<file path="src/rtl/irda_crc_pkg.sv">
package irda_crc_pkg;
  localparam int unsigned REG_W   = 16;
  localparam int unsigned CNT_W   = 12;
  localparam int unsigned IN_W    = 12;
  localparam int unsigned BYTE_W  = 8;
  localparam int unsigned ADDR_W  = 2;
  localparam int unsigned CLR_BIT = 15;

  localparam logic [REG_W-1:0] POLY_REV = 16'h8408;
  localparam logic [REG_W-1:0] SEED     = 16'hFFFF;
  localparam logic [REG_W-1:0] XOR_OUT  = 16'hFFFF;

  typedef enum logic [ADDR_W-1:0] {
    ADDR_CTRL = 2'd0,
    ADDR_DIN  = 2'd1,
    ADDR_DOUT = 2'd2,
    ADDR_NONE = 2'd3
  } crc_addr_e;
endpackage

</file>
<file path="src/rtl/crc_bus_decode.sv">
module crc_bus_decode
  import irda_crc_pkg::*;
#(
  parameter int unsigned DW = REG_W,
  parameter int unsigned IW = IN_W,
  parameter int unsigned BW = BYTE_W,
  parameter int unsigned CB = CLR_BIT
) (
  input  logic              wr_i,
  input  logic [ADDR_W-1:0] addr_i,
  input  logic [DW-1:0]     wdata_i,
  output logic              clr_o,
  output logic              feed_o,
  output logic [BW-1:0]     byte_o
);
  logic [IW-1:0] din_masked;
  logic          unused_bits;

  assign din_masked  = wdata_i[IW-1:0];
  assign byte_o      = din_masked[BW-1:0];
  assign clr_o       = wr_i && (addr_i == ADDR_CTRL) && wdata_i[CB];
  assign feed_o      = wr_i && (addr_i == ADDR_DIN);
  assign unused_bits = ^{wdata_i[DW-1:IW], din_masked[IW-1:BW]};
endmodule

</file>
<file path="src/rtl/crc_byte_core.sv">
module crc_byte_core
  import irda_crc_pkg::*;
#(
  parameter int unsigned       W    = REG_W,
  parameter int unsigned       BW   = BYTE_W,
  parameter logic [REG_W-1:0]  POLY = POLY_REV,
  parameter logic [REG_W-1:0]  INIT = SEED
) (
  input  logic          clk_i,
  input  logic          rst_ni,
  input  logic          clr_i,
  input  logic          feed_i,
  input  logic [BW-1:0] byte_i,
  output logic [W-1:0]  crc_o
);
  logic [W-1:0] crc_q;
  logic [W-1:0] stage [BW+1];

  // LSB-first serial division, one stage per bit of the byte
  assign stage[0] = crc_q ^ {{(W-BW){1'b0}}, byte_i};
  for (genvar i = 0; i < BW; i++) begin : g_bit
    assign stage[i+1] = stage[i][0] ? ((stage[i] >> 1) ^ POLY[W-1:0])
                                    : (stage[i] >> 1);
  end

  always_ff @(posedge clk_i or negedge rst_ni) begin
    if (!rst_ni)     crc_q <= INIT[W-1:0];
    else if (clr_i)  crc_q <= INIT[W-1:0];
    else if (feed_i) crc_q <= stage[BW];
  end

  assign crc_o = crc_q;

  a_r2_seed_reload: assert property (@(posedge clk_i) disable iff (!rst_ni)
    clr_i |=> crc_q == INIT[W-1:0]);
  a_r9_crc_hold: assert property (@(posedge clk_i) disable iff (!rst_ni)
    (!clr_i && !feed_i) |=> $stable(crc_q));
endmodule

</file>
<file path="src/rtl/crc_item_counter.sv">
module crc_item_counter
  import irda_crc_pkg::*;
#(
  parameter int unsigned CW = CNT_W
) (
  input  logic          clk_i,
  input  logic          rst_ni,
  input  logic          clr_i,
  input  logic          feed_i,
  output logic [CW-1:0] cnt_o
);
  localparam logic [CW-1:0] CNT_MAX = '1;

  logic [CW-1:0] cnt_q;

  always_ff @(posedge clk_i or negedge rst_ni) begin
    if (!rst_ni)                         cnt_q <= '0;
    else if (clr_i)                      cnt_q <= '0;
    else if (feed_i && cnt_q != CNT_MAX) cnt_q <= cnt_q + 1'b1;
  end

  assign cnt_o = cnt_q;

  a_r2_count_zero: assert property (@(posedge clk_i) disable iff (!rst_ni)
    clr_i |=> cnt_q == '0);
  a_r5_count_step: assert property (@(posedge clk_i) disable iff (!rst_ni)
    (feed_i && !clr_i && cnt_q != CNT_MAX) |=> cnt_q == $past(cnt_q) + 1'b1);
  a_r8_count_sat: assert property (@(posedge clk_i) disable iff (!rst_ni)
    (cnt_q == CNT_MAX && !clr_i) |=> cnt_q == CNT_MAX);
  a_r9_count_hold: assert property (@(posedge clk_i) disable iff (!rst_ni)
    (!clr_i && !feed_i) |=> $stable(cnt_q));
endmodule

</file>
<file path="src/rtl/irda_crc_engine.sv">
module irda_crc_engine
  import irda_crc_pkg::*;
#(
  parameter int unsigned      DW   = REG_W,
  parameter int unsigned      CW   = CNT_W,
  parameter logic [REG_W-1:0] POLY = POLY_REV,
  parameter logic [REG_W-1:0] INIT = SEED,
  parameter logic [REG_W-1:0] XORO = XOR_OUT
) (
  input  logic              clk_i,
  input  logic              rst_ni,
  input  logic              wr_i,
  input  logic              rd_i,
  input  logic [ADDR_W-1:0] addr_i,
  input  logic [DW-1:0]     wdata_i,
  output logic [DW-1:0]     rdata_o
);
  logic              clr;
  logic              feed;
  logic [BYTE_W-1:0] din_byte;
  logic [DW-1:0]     crc_run;
  logic [CW-1:0]     cnt;

  crc_bus_decode #(.DW(DW), .IW(IN_W), .BW(BYTE_W), .CB(CLR_BIT)) u_dec (
    .wr_i    (wr_i),
    .addr_i  (addr_i),
    .wdata_i (wdata_i),
    .clr_o   (clr),
    .feed_o  (feed),
    .byte_o  (din_byte)
  );

  crc_byte_core #(.W(DW), .BW(BYTE_W), .POLY(POLY), .INIT(INIT)) u_core (
    .clk_i  (clk_i),
    .rst_ni (rst_ni),
    .clr_i  (clr),
    .feed_i (feed),
    .byte_i (din_byte),
    .crc_o  (crc_run)
  );

  crc_item_counter #(.CW(CW)) u_cnt (
    .clk_i  (clk_i),
    .rst_ni (rst_ni),
    .clr_i  (clr),
    .feed_i (feed),
    .cnt_o  (cnt)
  );

  always_comb begin
    rdata_o = '0;
    if (rd_i) begin
      unique case (addr_i)
        ADDR_CTRL: rdata_o = {{(DW-CW){1'b0}}, cnt};
        ADDR_DOUT: rdata_o = crc_run ^ XORO[DW-1:0];
        default:   rdata_o = '0;
      endcase
    end
  end

  a_r4_count_upper_zero: assert property (@(posedge clk_i) disable iff (!rst_ni)
    (rd_i && addr_i == ADDR_CTRL) |-> rdata_o[DW-1:CW] == '0);
  a_r9_idle_bus_zero: assert property (@(posedge clk_i) disable iff (!rst_ni)
    !rd_i |-> rdata_o == '0);
  a_r1_reset_seed: assert property (@(posedge clk_i) disable iff (!rst_ni)
    $rose(rst_ni) |-> crc_run == INIT[DW-1:0] && cnt == '0);
endmodule

</file>
<file path="config.mk">
export PLATFORM = sky130hd
export DESIGN_NAME = irda_crc_engine
export DESIGN_NICKNAME = d
export VERILOG_FILES = /design/src/rtl/irda_crc_pkg.sv /design/src/rtl/crc_bus_decode.sv /design/src/rtl/crc_byte_core.sv /design/src/rtl/crc_item_counter.sv /design/src/rtl/irda_crc_engine.sv
export SDC_FILE = /design/constraint.sdc
export NUM_CORES = 1
export LEC_CHECK = 0
export ABC_CLOCK_PERIOD_IN_PS = 1400
export BUFFER_PORTS_ARGS = -buffer_cell sky130_fd_sc_hd__buf_4
export CORE_MARGIN = 2
export CORE_UTILIZATION = 48
export DETAILED_ROUTE_END_ITERATION = 8
export PLACE_DENSITY = 0.75
export SETUP_SLACK_MARGIN = 0.05
export SLEW_MARGIN = 20
export SYNTH_ARGS = -nofsm -noshare
export SYNTH_HDL_FRONTEND = slang
export SYNTH_SLANG_ARGS = --single-unit
</file>
<file path="constraint.sdc">
create_clock -name clk_i -period 1.4 [get_ports clk_i]
set_input_delay 0.28 -clock clk_i [delete_from_list [all_inputs] [get_ports clk_i]]
set_output_delay 0.28 -clock clk_i [all_outputs]
set_load 0.005 [all_outputs]
</file>
==> out/metrics.cfg, run 1 <==
[die]
die_w_um = 63.8
core_area_sq_mm = 0.00339
fp.dieH_um = 63.8
initial_core_util_pct = 50.7
rows = 21
die-area_sq_mm = 0.00407
io_pins = 38

[critical_path]
required_ns = 1.66
critPathKind = register to register
critPathMaxFanout = 5
crit_path_end_kind = register
crit_chain = ha_4 -> nand4_1 -> o31ai_4 -> buf_6 -> o211ai_1 -> o31ai_1
max_stage_delay_ns = 0.45
cpMaxStageDelayCell = dfrtp_2
worstPathArrival_ns = 2.02
worstSetupStartpointType = register

[timing]
setup_viol = 37
fin_crit_ns = 1.76
fin_crit_sh_pct = 126
worstMarginPinSlew_ns = 0.500
rsz0062_at_grt = true
drv_slew = 0
tns_ns = -5.49
fmax_mhz = 567
worst_slack_ns = -0.362
relSlewSlack_pct = 66.2
finalClockSkew_ns = 0.00706
whs_ns = 0.305
hold_violations = 0

[flow_run]
cap_viol_max_count = 0

[global_route]
grt_pass1_vias = 1920
grt_max_degree = 29
overflow = 0
track_usage_pct = 30.5
grt_pass1_wl_um = 9550
antenna_found_initial = 0

[logic_synthesis]
synth-simple-area-share_pct = 17.8
synth_compound_area_share_pct = 20.2
synthTopCellsByArea = dfstp_2 (24%), dfrtp_1 (17%), xnor2_1 (9.2%), nor2_1 (6.1%), a211oi_1 (4.8%)
netlist_area_sq_mm = 0.00172
synth_xor_area_share_pct = 14.1
synth_fa_ha_area_share_pct = 0.728
yosysTopAreaCellShare_pct = 24.5
syn_inst = 175
muxShareOfSynthArea_pct = 1.17
yosys.area.top_type = dfstp_2
synth_cell_types = 40
synth_top_family_by_area = compound AO/OA/AOI/OAI gates
synth_nets = 198
syn_avg_cell_area_sq_um = 9.82
yosysWarnings = 0
ys_seq_area_share_pct = 42.0
synth.ff_latch_count = 28

[run_status]
failed_checks = negative setup slack
status = complete, but fails checks

[placed_design]
dp_cells = 274
dp_hpwl_um = 3330
numPortBuffers = 30
gp_congestion = 0.828
place_ws_ns = -0.0798
placed_area_sq_mm = 0.00223

[route]
vias = 2124
ant_nets = 0
routed_wl_um = 8200
drc_errors = 0
drtIter0Drc = 259
avgRoutedWirePerCell_um = 25.3
via_per_inst = 6.56
firstDrtPassIters = 6

[power_and_ir_drop]
internal_power_mw = 3.13
p_seq_share_pct = 29.2
switchingPower_mw = 2.12
p_leak_nw = 1.35
ir_drop_uv = 2010
comb_power_share_pct = 62.2
swShare_pct = 40.4
power.total_mw = 5.25
p_clk_share_pct = 8.6
p_per_area_mw_per_mm2 = 1680

[layout]
fillerInstances = 108
layout_commonest_cell = buf_4
finalInstanceArea_sq_mm = 0.00312
antenna_cells = 0
drive_gt1_share_pct = 68.3
final_cells = 324
final_cell_mix = buf_4 (79), buf_6 (26), dfstp_2 (16)
nets = 302
area_growth_pct = 81.7
postLayoutCoreUtil_pct = 92.1

[cts]
clk_path_buf_depth = 2
insertion_delay_ns = 0.36
cts_tree = yes
h-tree-depth = 1
cts_made_buffers = 3
numClockSinks = 28
path_clk_slew_ns = 0.17
cts-root-buf = clkbuf_4

[min_path]
hold_path.class = input port to register

-- path summary, 6_finish.rpt --
path / start / to / slack, ns / depth (start not counted)
max in group asynchronous: rst_ni / u_core.crc_o[9] / 0.72 / 2
hold reg to reg: u_core.crc_o[7] / u_core.crc_o[7] / 0.58 / 2
hold / removal: wdata_i[15] / u_cnt.cnt_o[8] / 0.31 / 3
min in group asynchronous: rst_ni / u_cnt.cnt_o[7] / 0.35 / 2
setup / recovery: u_cnt.cnt_o[1] / u_cnt.cnt_o[3] / -0.36 / 6
setup reg to reg: u_cnt.cnt_o[1] / u_cnt.cnt_o[3] / -0.36 / 6
-- final cells by class --
cell class / count / area [sq um] / share of cell area (%)
tap: 46 / 57.6 / 1.84
sequential: 28 / 723 / 23.2
multi-input combinational: 134 / 1340 / 42.8
clock buffer: 4 / 36.3 / 1.16
timing repair buffer: 109 / 956 / 30.6
inverter: 3 / 11.3 / 0.361
-- state kept, by name, indices dropped and copies added, names as in the netlist --
name          cells
u_core.crc_o     16
u_cnt.cnt_o      12
-- power by group through the flow --
stage	Sequential, mW	Combinational, mW	Clock, mW
after floorplan	1.44	1.05	0
after global placement	1.46	1.54	0
after detailed placement	1.48	1.61	0
after CTS	1.44	2.24	0.431
after global routing	1.55	3.35	0.490
final	1.53	3.26	0.449
-- metal layers --
layer  part of all wire, %  wire length, um  up-vias  GRT usage (%)
li1                      -                -      841              -
met1                    37             3010     1047           37.3
met2                    49             3990      181           52.6
met3                   8.7              717       55           3.70
met4                   5.8              476        0           15.5
met5                     0                0        -              0
-- Yosys cell counts --
cell type and number:
nor2_1 28, xnor2_1 18, dfstp_2 16, dfrtp_1 12, a211oi_1 11, a21oi_1 10
nand3_1 7, o22a_1 7, xor2_1 6, o211ai_1 5, clkbuf_1 4, nand2_1 4
o21ai_0 4, o31ai_1 4, buf_2 3, inv_1 3, and3_1 2, and4_1 2
buf_4 2, mux2i_1 2, nand2b_1 2, nand3b_1 2, nand4_1 2, o2111ai_1 2
xor2_2 2, and3b_1 1, buf_6 1, ha_1 1, nand4_2 1, nand4_4 1
nand4bb_1 1, nor3_1 1, nor4_1 1, nor4bb_1 1, o21a_1 1, o311ai_0 1
o31a_1 1, o31ai_2 1, o41a_1 1, or2_0 1
-- cell families (layout without fill, tap and decap cells) --
group,Yosys count,count (layout)
adder cells (fa/ha/maj),1,1
AO/OA/AOI/OAI,48,48
buffers and inverters,13,116
multiplexers,2,2
flip-flops,28,28
AND/OR/NAND/NOR,57,57
XOR/XNOR,26,26
-- worst max-delay path: cells and delay by family (launching register included) --
kind | cells | cell delay, ns
AO/OA/AOI/OAI | 3 | 0.67
adder cells (fa/ha/maj) | 1 | 0.16
buffers and inverters | 1 | 0.19
flip-flops | 1 | 0.45
AND/OR/NAND/NOR | 1 | 0.19
-- repair_timing --
item	4_1_cts	5_1_grt
pin swaps	37	40
cloned	1	0
endpoints found under the setup margin	34	40
gates resized for setup	53	53
hold buffers	1	0
endpoints found under the hold margin	12	0
buffers inserted	28	20
Note: power is estimated with default switching activity, not from simulation.
==> run 2: changes to the inputs <==
- ABC_AREA: default -> 1
- CORE_UTILIZATION: 48 -> 50
- PLACE_DENSITY: 0.75 -> 0.76
==> out/metrics.cfg, run 2 <==
[run_status]
status = complete, but fails checks  ; unchanged
failed_checks = negative setup slack  ; unchanged

[route]
routed_wl_um = 6210  ; was 8200 um
avgRoutedWirePerCell_um = 14.6  ; was 25.3 um
vias = 2320  ; was 2,124
via_per_inst = 5.47  ; was 6.56
firstDrtPassIters = 4  ; was 6
ant_nets = 0  ; unchanged
drc_errors = 0  ; unchanged
drtIter0Drc = 149  ; was 259

[placed_design]
numPortBuffers = 30  ; unchanged
gp_congestion = 0.872  ; was 0.828
dp_cells = 394  ; was 274
placed_area_sq_mm = 0.00247  ; was 0.00223 sq mm
dp_hpwl_um = 3980  ; was 3330 um

[logic_synthesis]
synth_nets = 323  ; was 198
synth_common_cells = nand2_1 (103), inv_1 (38), nand3_1 (35)  ; was nor2_1 (28), xnor2_1 (18), dfstp_2 (16)
netlist_area_sq_mm = 0.00206  ; was 0.00172 sq mm
synthTopCellsByArea = dfstp_2 (20%), nand2_1 (19%), dfrtp_1 (15%), nand3_1 (8.5%), inv_1 (6.9%)  ; was dfstp_2 (24%), dfrtp_1 (17%), xnor2_1 (9.2%), nor2_1 (6.1%), a211oi_1 (4.8%)
yosysWarnings = 0  ; unchanged
syn_avg_cell_area_sq_um = 6.86  ; was 9.82 sq um
synth.ff_latch_count = 28  ; unchanged
synth_flop_cell = dfstp_2  ; unchanged
synth-edff-count = 0  ; unchanged
yosysTopAreaCellShare_pct = 20.4  ; was 24.5%
synth_cell_types = 32  ; was 40
ys_seq_area_share_pct = 35.0  ; was 42.0%
async_flop_share_pct = 100  ; unchanged
yosys.cell_count.top_type = nand2_1  ; was nor2_1
yosys.area.top_type = dfstp_2  ; unchanged
syn_inst = 300  ; was 175

[power_and_ir_drop]
p_seq_share_pct = 37.6  ; was 29.2%
p_clk_share_pct = 14.1  ; was 8.6%
comb_power_share_pct = 48.3  ; was 62.2%
switchingPower_mw = 1.41  ; was 2.12 mW
p_leak_nw = 1.50  ; was 1.35 nW
power.total_mw = 3.60  ; was 5.25 mW
ir_drop_uv = 578  ; was 2010 uV
swShare_pct = 39.3  ; was 40.4%
p_per_area_mw_per_mm2 = 1210  ; was 1680 mW/mm^2
internal_power_mw = 2.18  ; was 3.13 mW

[cts]
cts_made_buffers = 3  ; unchanged
cts_tree = yes  ; unchanged
insertion_delay_ns = 0.27  ; was 0.36 ns
numClockSinks = 28  ; unchanged
h-tree-depth = 1  ; unchanged
clk_path_buf_depth = 2  ; unchanged
cts-root-buf = clkbuf_8  ; was clkbuf_4
path_clk_slew_ns = 0.10  ; was 0.17 ns

[timing]
relSlewSlack_pct = 75.1  ; was 66.2%
hold_violations = 0  ; unchanged
worst_slack_ns = -0.0183  ; was -0.362 ns
worstMarginPinSlew_ns = 0.374  ; was 0.500 ns
rsz0062_at_grt = true  ; unchanged
finalClockSkew_ns = 0.00240  ; was 0.00706 ns
fin_crit_sh_pct = 101  ; was 126%
tns_ns = -0.102  ; was -5.49 ns
fin_crit_ns = 1.42  ; was 1.76 ns
fmax_mhz = 705  ; was 567 MHz
drv_slew = 0  ; unchanged
setup_viol = 10  ; was 37

[layout]
finalInstanceArea_sq_mm = 0.00298  ; was 0.00312 sq mm
nets = 398  ; was 302
postLayoutCoreUtil_pct = 75.1  ; was 92.1%
layout_commonest_cell = nand2_1  ; was buf_4
drive_gt1_share_pct = 46.0  ; was 68.3%
largest_reg_flops = 16  ; unchanged
area_growth_pct = 44.9  ; was 81.7%
antenna_cells = 0  ; unchanged
final_cell_mix = nand2_1 (86), buf_4 (63), nand3_1 (33)  ; was buf_4 (79), buf_6 (26), dfstp_2 (16)
final_cells = 424  ; was 324

[global_route]
track_usage_pct = 25.4  ; was 30.5%
antenna_found_initial = 0  ; unchanged
overflow = 0  ; unchanged
grt_pass1_vias = 2068  ; was 1,920
grt_max_degree = 29  ; unchanged
grt_pass1_wl_um = 9020  ; was 9550 um

[die]
die-area_sq_mm = 0.00465  ; was 0.00407 sq mm
io_pins = 38  ; unchanged
rows = 23  ; was 21
fp.dieH_um = 68.2  ; was 63.8 um
die_w_um = 68.2  ; was 63.8 um
core_area_sq_mm = 0.00397  ; was 0.00339 sq mm
initial_core_util_pct = 51.8  ; was 50.7%

[min_path]
min_to = u_core.crc_o[11]  ; was u_cnt.cnt_o[8]
min_path_cells = 3  ; unchanged
min_from = wdata_i[3]  ; was wdata_i[15]
hold_path.class = input port to register  ; unchanged

[critical_path]
worstSetupStartpointType = register  ; unchanged
max_stage_delay_ns = 0.37  ; was 0.45 ns
critPathKind = register to register  ; unchanged
r2r_start = u_cnt.cnt_o[0]  ; was u_cnt.cnt_o[1]
worstPathArrival_ns = 1.59  ; was 2.02 ns
regToRegSetupSlack_ns = -0.02  ; was -0.36 ns
cpMaxStageDelayCell = dfrtp_1  ; was dfrtp_2
crit_chain = ha_2 -> nand2_2 -> nor2_4 -> nand2_2 -> nor2_4 -> nor2_4 -> buf_12 -> nand2_2 -> o21ai_2  ; was ha_4 -> nand4_1 -> o31ai_4 -> buf_6 -> o211ai_1 -> o31ai_1
reg2regPathDepth = 9  ; was 6
path_buf_inv = 1  ; unchanged
critPathMaxFanout = 6  ; was 5
worst_path_dominant_cell_family = simple AND/OR/NAND/NOR gates  ; was compound AO/OA/AOI/OAI gates
r2r_end = u_cnt.cnt_o[6]  ; was u_cnt.cnt_o[3]
crit_path_end_kind = register  ; unchanged
required_ns = 1.57  ; was 1.66 ns

[flow_run]
cap_viol_max_count = 0  ; unchanged

[run 2: cell types whose count changed after synthesis, sizes merged, moves of 11 or more]
cell / delta
nand2: +104
a211oi: -11
inv: +39
o22ai: +11
o21ai: +11
xnor2: -16
nand3: +30
[run 2: worst max-delay path by stage]
stage                   start         endpoint  cells past startpoint
6_report       u_cnt.cnt_o[0]   u_cnt.cnt_o[6]                      9
5_1_grt        u_cnt.cnt_o[0]   u_cnt.cnt_o[6]                      8
4_1_cts        u_cnt.cnt_o[0]   u_cnt.cnt_o[4]                      9
3_5_place_dp        addr_i[0]       rdata_o[3]                      6
3_3_place_gp        addr_i[0]       rdata_o[3]                      6
2_1_floorplan  u_cnt.cnt_o[1]  u_cnt.cnt_o[10]                      9
[run 2: power groups by stage]
stage / sequential (mW) / combinational (mW) / clock (mW)
floorplan: 1.29 / 0.889 / 0
global placement: 1.37 / 1.18 / 0
detailed placement: 1.38 / 1.21 / 0
CTS: 1.32 / 1.43 / 0.524
global route: 1.38 / 1.90 / 0.552
finish: 1.35 / 1.74 / 0.507
[run 2: tightest hold or removal path: cells and delay by family]
| family | cells | cell delay, ns |
|---|---|---|
| xor+xnor | 1 | 0.13 |
| buf+inv | 1 | 0.11 |
| compound gates | 1 | 0.08 |
[run 2: cell families after synthesis]
group / count (synthesis) / share of synthesized area (%)
AOI/OAI and AO/OA: 40 / 11.9
xor gates and xnor gates: 8 / 3.40
adders and majority gates: 1 / 0.608
buffers and inverters: 50 / 10.8
DFF: 28 / 35.0
muxes: 1 / 1.09
and+or+nand+nor: 172 / 37.2
[run 2: area by class of cell]
class	count	area, sq um
fill	287	990
multi-input combinational	222	1300
timing repair buffer	78	669
tap	50	62.6
clock buffer	4	55.1
inverter	42	173
sequential	28	721
[run 2: routing by layer]
layer,up-vias,share of wire [%],track usage (%)
met4,0,1.5,5.25
met2,59,53,47.9
li1,1118,-,-
met3,16,3.4,1.81
met5,-,0,0
met1,1127,42,31.5
[run 2: what timing repair did]
action	CTS	global route
hold endpoints to repair	12	0
endpoints found under the setup margin	20	36
cloned	0	2
pin swaps	6	22
setup buffers	15	9
resized for setup	22	52
hold buffers	1	0
[run 2: per-stage QoR]
step / worst slack [ns] / hold slack [ns]
6_report: -0.0183 / 0.332
5_1_grt: -0.104 / 0.348
4_1_cts: 0.0114 / 0.353
3_5_place_dp: -0.0360 / 0.223
3_3_place_gp: -0.0168 / 0.219
2_1_floorplan: 0.0518 / -0.0156
==> run 3: changes to the inputs <==
==> constraint.sdc (replaced) <==
create_clock -name clk_i -period 1.4 [get_ports clk_i]
set_input_delay 0.21 -clock clk_i [delete_from_list [all_inputs] [get_ports clk_i]]
set_output_delay 0.21 -clock clk_i [all_outputs]
set_load 0.005 [all_outputs]
==> out/metrics.cfg, run 3 (synthesis gave the netlist of run 2 again) <==
[timing]
worstMarginPinSlew_ns = 0.368  ; was 0.374 ns
finalClockSkew_ns = 0.00206  ; was 0.00240 ns
relSlewSlack_pct = 75.5  ; was 75.1%
fin_crit_sh_pct = 102  ; was 101%
tns_ns = -0.0995  ; was -0.102 ns
whs_ns = 0.254  ; was 0.332 ns
drv_slew = 0  ; unchanged
rsz0062_at_grt = true  ; unchanged
worst_slack_ns = -0.0339  ; was -0.0183 ns
fin_crit_ns = 1.43  ; was 1.42 ns
setup_viol = 9  ; was 10
fmax_mhz = 697  ; was 705 MHz
hold_violations = 0  ; unchanged

[die]
rows = 23  ; unchanged
io_pins = 38  ; unchanged
die-area_sq_mm = 0.00465  ; unchanged
core_area_sq_mm = 0.00397  ; unchanged
fp.dieH_um = 68.2  ; unchanged
die_w_um = 68.2  ; unchanged
initial_core_util_pct = 51.8  ; unchanged

[min_path]
hold_path.class = input port to register  ; unchanged
min_to = u_core.crc_o[11]  ; unchanged
min_from = wdata_i[3]  ; unchanged
min_path_cells = 3  ; unchanged

[cts]
cts-root-buf = clkbuf_8  ; unchanged
h-tree-depth = 1  ; unchanged
clk_path_buf_depth = 2  ; unchanged
insertion_delay_ns = 0.28  ; was 0.27 ns
cts_made_buffers = 3  ; unchanged
path_clk_slew_ns = 0.10  ; about the same
numClockSinks = 28  ; unchanged
cts_tree = yes  ; unchanged

[route]
ant_nets = 0  ; unchanged
firstDrtPassIters = 4  ; unchanged
drc_errors = 0  ; unchanged
avgRoutedWirePerCell_um = 14.3  ; was 14.6 um
routed_wl_um = 5770  ; was 6210 um
vias = 2184  ; was 2,320
via_per_inst = 5.42  ; was 5.47
drtIter0Drc = 120  ; was 149

[critical_path]
critPathKind = register to register  ; unchanged
r2r_start = u_cnt.cnt_o[9]  ; was u_cnt.cnt_o[0]
crit_path_end_kind = register  ; unchanged
required_ns = 1.58  ; was 1.57 ns
regToRegSetupSlack_ns = -0.03  ; was -0.02 ns
worstSetupStartpointType = register  ; unchanged
critPathMaxFanout = 5  ; was 6
r2r_end = u_cnt.cnt_o[8]  ; was u_cnt.cnt_o[6]
reg2regPathDepth = 8  ; was 9
worstPathArrival_ns = 1.61  ; was 1.59 ns

[layout]
final_cell_mix = nand2_1 (94), buf_4 (47), inv_1 (32)  ; was nand2_1 (86), buf_4 (63), nand3_1 (33)
multiInputGateArea_sq_mm = 0.00128  ; was 0.00130 sq mm
nets = 377  ; was 398
final_cells = 403  ; was 424
drive_gt1_share_pct = 37.4  ; was 46.0%
layout_commonest_cell = nand2_1  ; unchanged
fillerInstances = 324  ; was 287
seq_area_sq_um = 721  ; unchanged
largest_reg_flops = 16  ; unchanged
area_growth_pct = 33.9  ; was 44.9%
antenna_cells = 0  ; unchanged

[power_and_ir_drop]
p_seq_share_pct = 41.7  ; was 37.6%
switchingPower_mw = 1.30  ; was 1.41 mW
p_clk_share_pct = 15.8  ; was 14.1%
power.total_mw = 3.31  ; was 3.60 mW
ir_drop_uv = 599  ; was 578 uV
comb_power_share_pct = 42.5  ; was 48.3%
p_leak_nw = 1.39  ; was 1.50 nW
swShare_pct = 39.4  ; was 39.3%
internal_power_mw = 2.00  ; was 2.18 mW
p_per_area_mw_per_mm2 = 1200  ; was 1210 mW/mm^2

[run_status]
failed_checks = negative setup slack  ; unchanged
status = complete, but fails checks  ; unchanged

[global_route]
grt_max_degree = 29  ; unchanged
grt_pass1_vias = 1896  ; was 2,068
overflow = 0  ; unchanged
grt_pass1_wl_um = 8610  ; was 9020 um
antenna_found_initial = 0  ; unchanged
track_usage_pct = 24.4  ; was 25.4%

[placed_design]
dp_cells = 388  ; was 394
gp_congestion = 0.857  ; was 0.872
numPortBuffers = 30  ; unchanged
dp_hpwl_um = 3800  ; was 3980 um
place_ws_ns = -0.0670  ; was -0.0360 ns

[flow_run]
cap_viol_max_count = 0  ; unchanged

[run 3: cell types whose count changed in the layout (fill, tap and decap cells not counted), moves of 7 or more]
cell	change
buf_4	-16
nand2_2	-10
inv_1	+8
nand2_1	+8
o22ai_1	+7
o22ai_2	-7
[run 3: power groups by stage]
stage                     combinational, mW  sequential (mW)  clock [mW]
final                                  1.41             1.38       0.521
after global placement                 1.16             1.37           0
after global routing                   1.57             1.40       0.554
after CTS                              1.25             1.36       0.524
after floorplan                       0.889             1.29           0
after detailed placement               1.19             1.38           0
[run 3: final cells by class]
class / count / area share [%]
multi-input combinational: 223 / 46.3
timing repair buffer: 56 / 17.3
sequential: 28 / 26.2
tap: 50 / 2.27
clock buffer: 4 / 2.00
inverter: 42 / 5.99
[run 3: how the worst max path moves through the flow]
stage / cells after the start / slack (ns) / start / to
after floorplan: 9 / 0.05 / u_cnt.cnt_o[1] / u_cnt.cnt_o[10]
after global routing: 9 / -0.08 / u_cnt.cnt_o[1] / u_cnt.cnt_o[8]
after CTS: 9 / 0.02 / u_cnt.cnt_o[1] / u_cnt.cnt_o[11]
after detailed placement: 8 / -0.07 / u_cnt.cnt_o[1] / u_cnt.cnt_o[6]
after global placement: 8 / -0.04 / addr_i[0] / u_cnt.cnt_o[4]
final: 8 / -0.03 / u_cnt.cnt_o[9] / u_cnt.cnt_o[8]
[run 3: metal layers]
layer | share of wire [%] | GRT usage, % | vias up
met5 | 0 | 0 | -
met4 | 2.2 | 8.50 | 0
met3 | 6.6 | 1.81 | 15
met2 | 51 | 42.8 | 79
met1 | 41 | 31.5 | 1017
li1 | - | - | 1073
[run 3: critical path, cell delays in order (launching register included)]
cell     delay [ns]
dfrtp_1        0.44
nand2_1        0.11
nor2_2         0.19
nand2_1        0.12
nor2_4         0.14
nor2_4         0.07
buf_12         0.14
nand3_2        0.05
nand2_1        0.06
[run 3: metrics by stage]
stage               instance area (sq um)  utilization (%)
floorplan                            2060                -
global placement                     2410             60.7
detailed placement                   2410             60.7
CTS                                  2550             64.3
global route                         2760             69.4
finish                               2760             69.4
[run 3: timing repair]
action,CTS,global route
buffers inserted,3,5
gates resized for setup,15,36
pin swaps,4,15
cloned,0,2
hold buffers,1,0
endpoints found under the setup margin,18,31
hold endpoints to repair,12,0
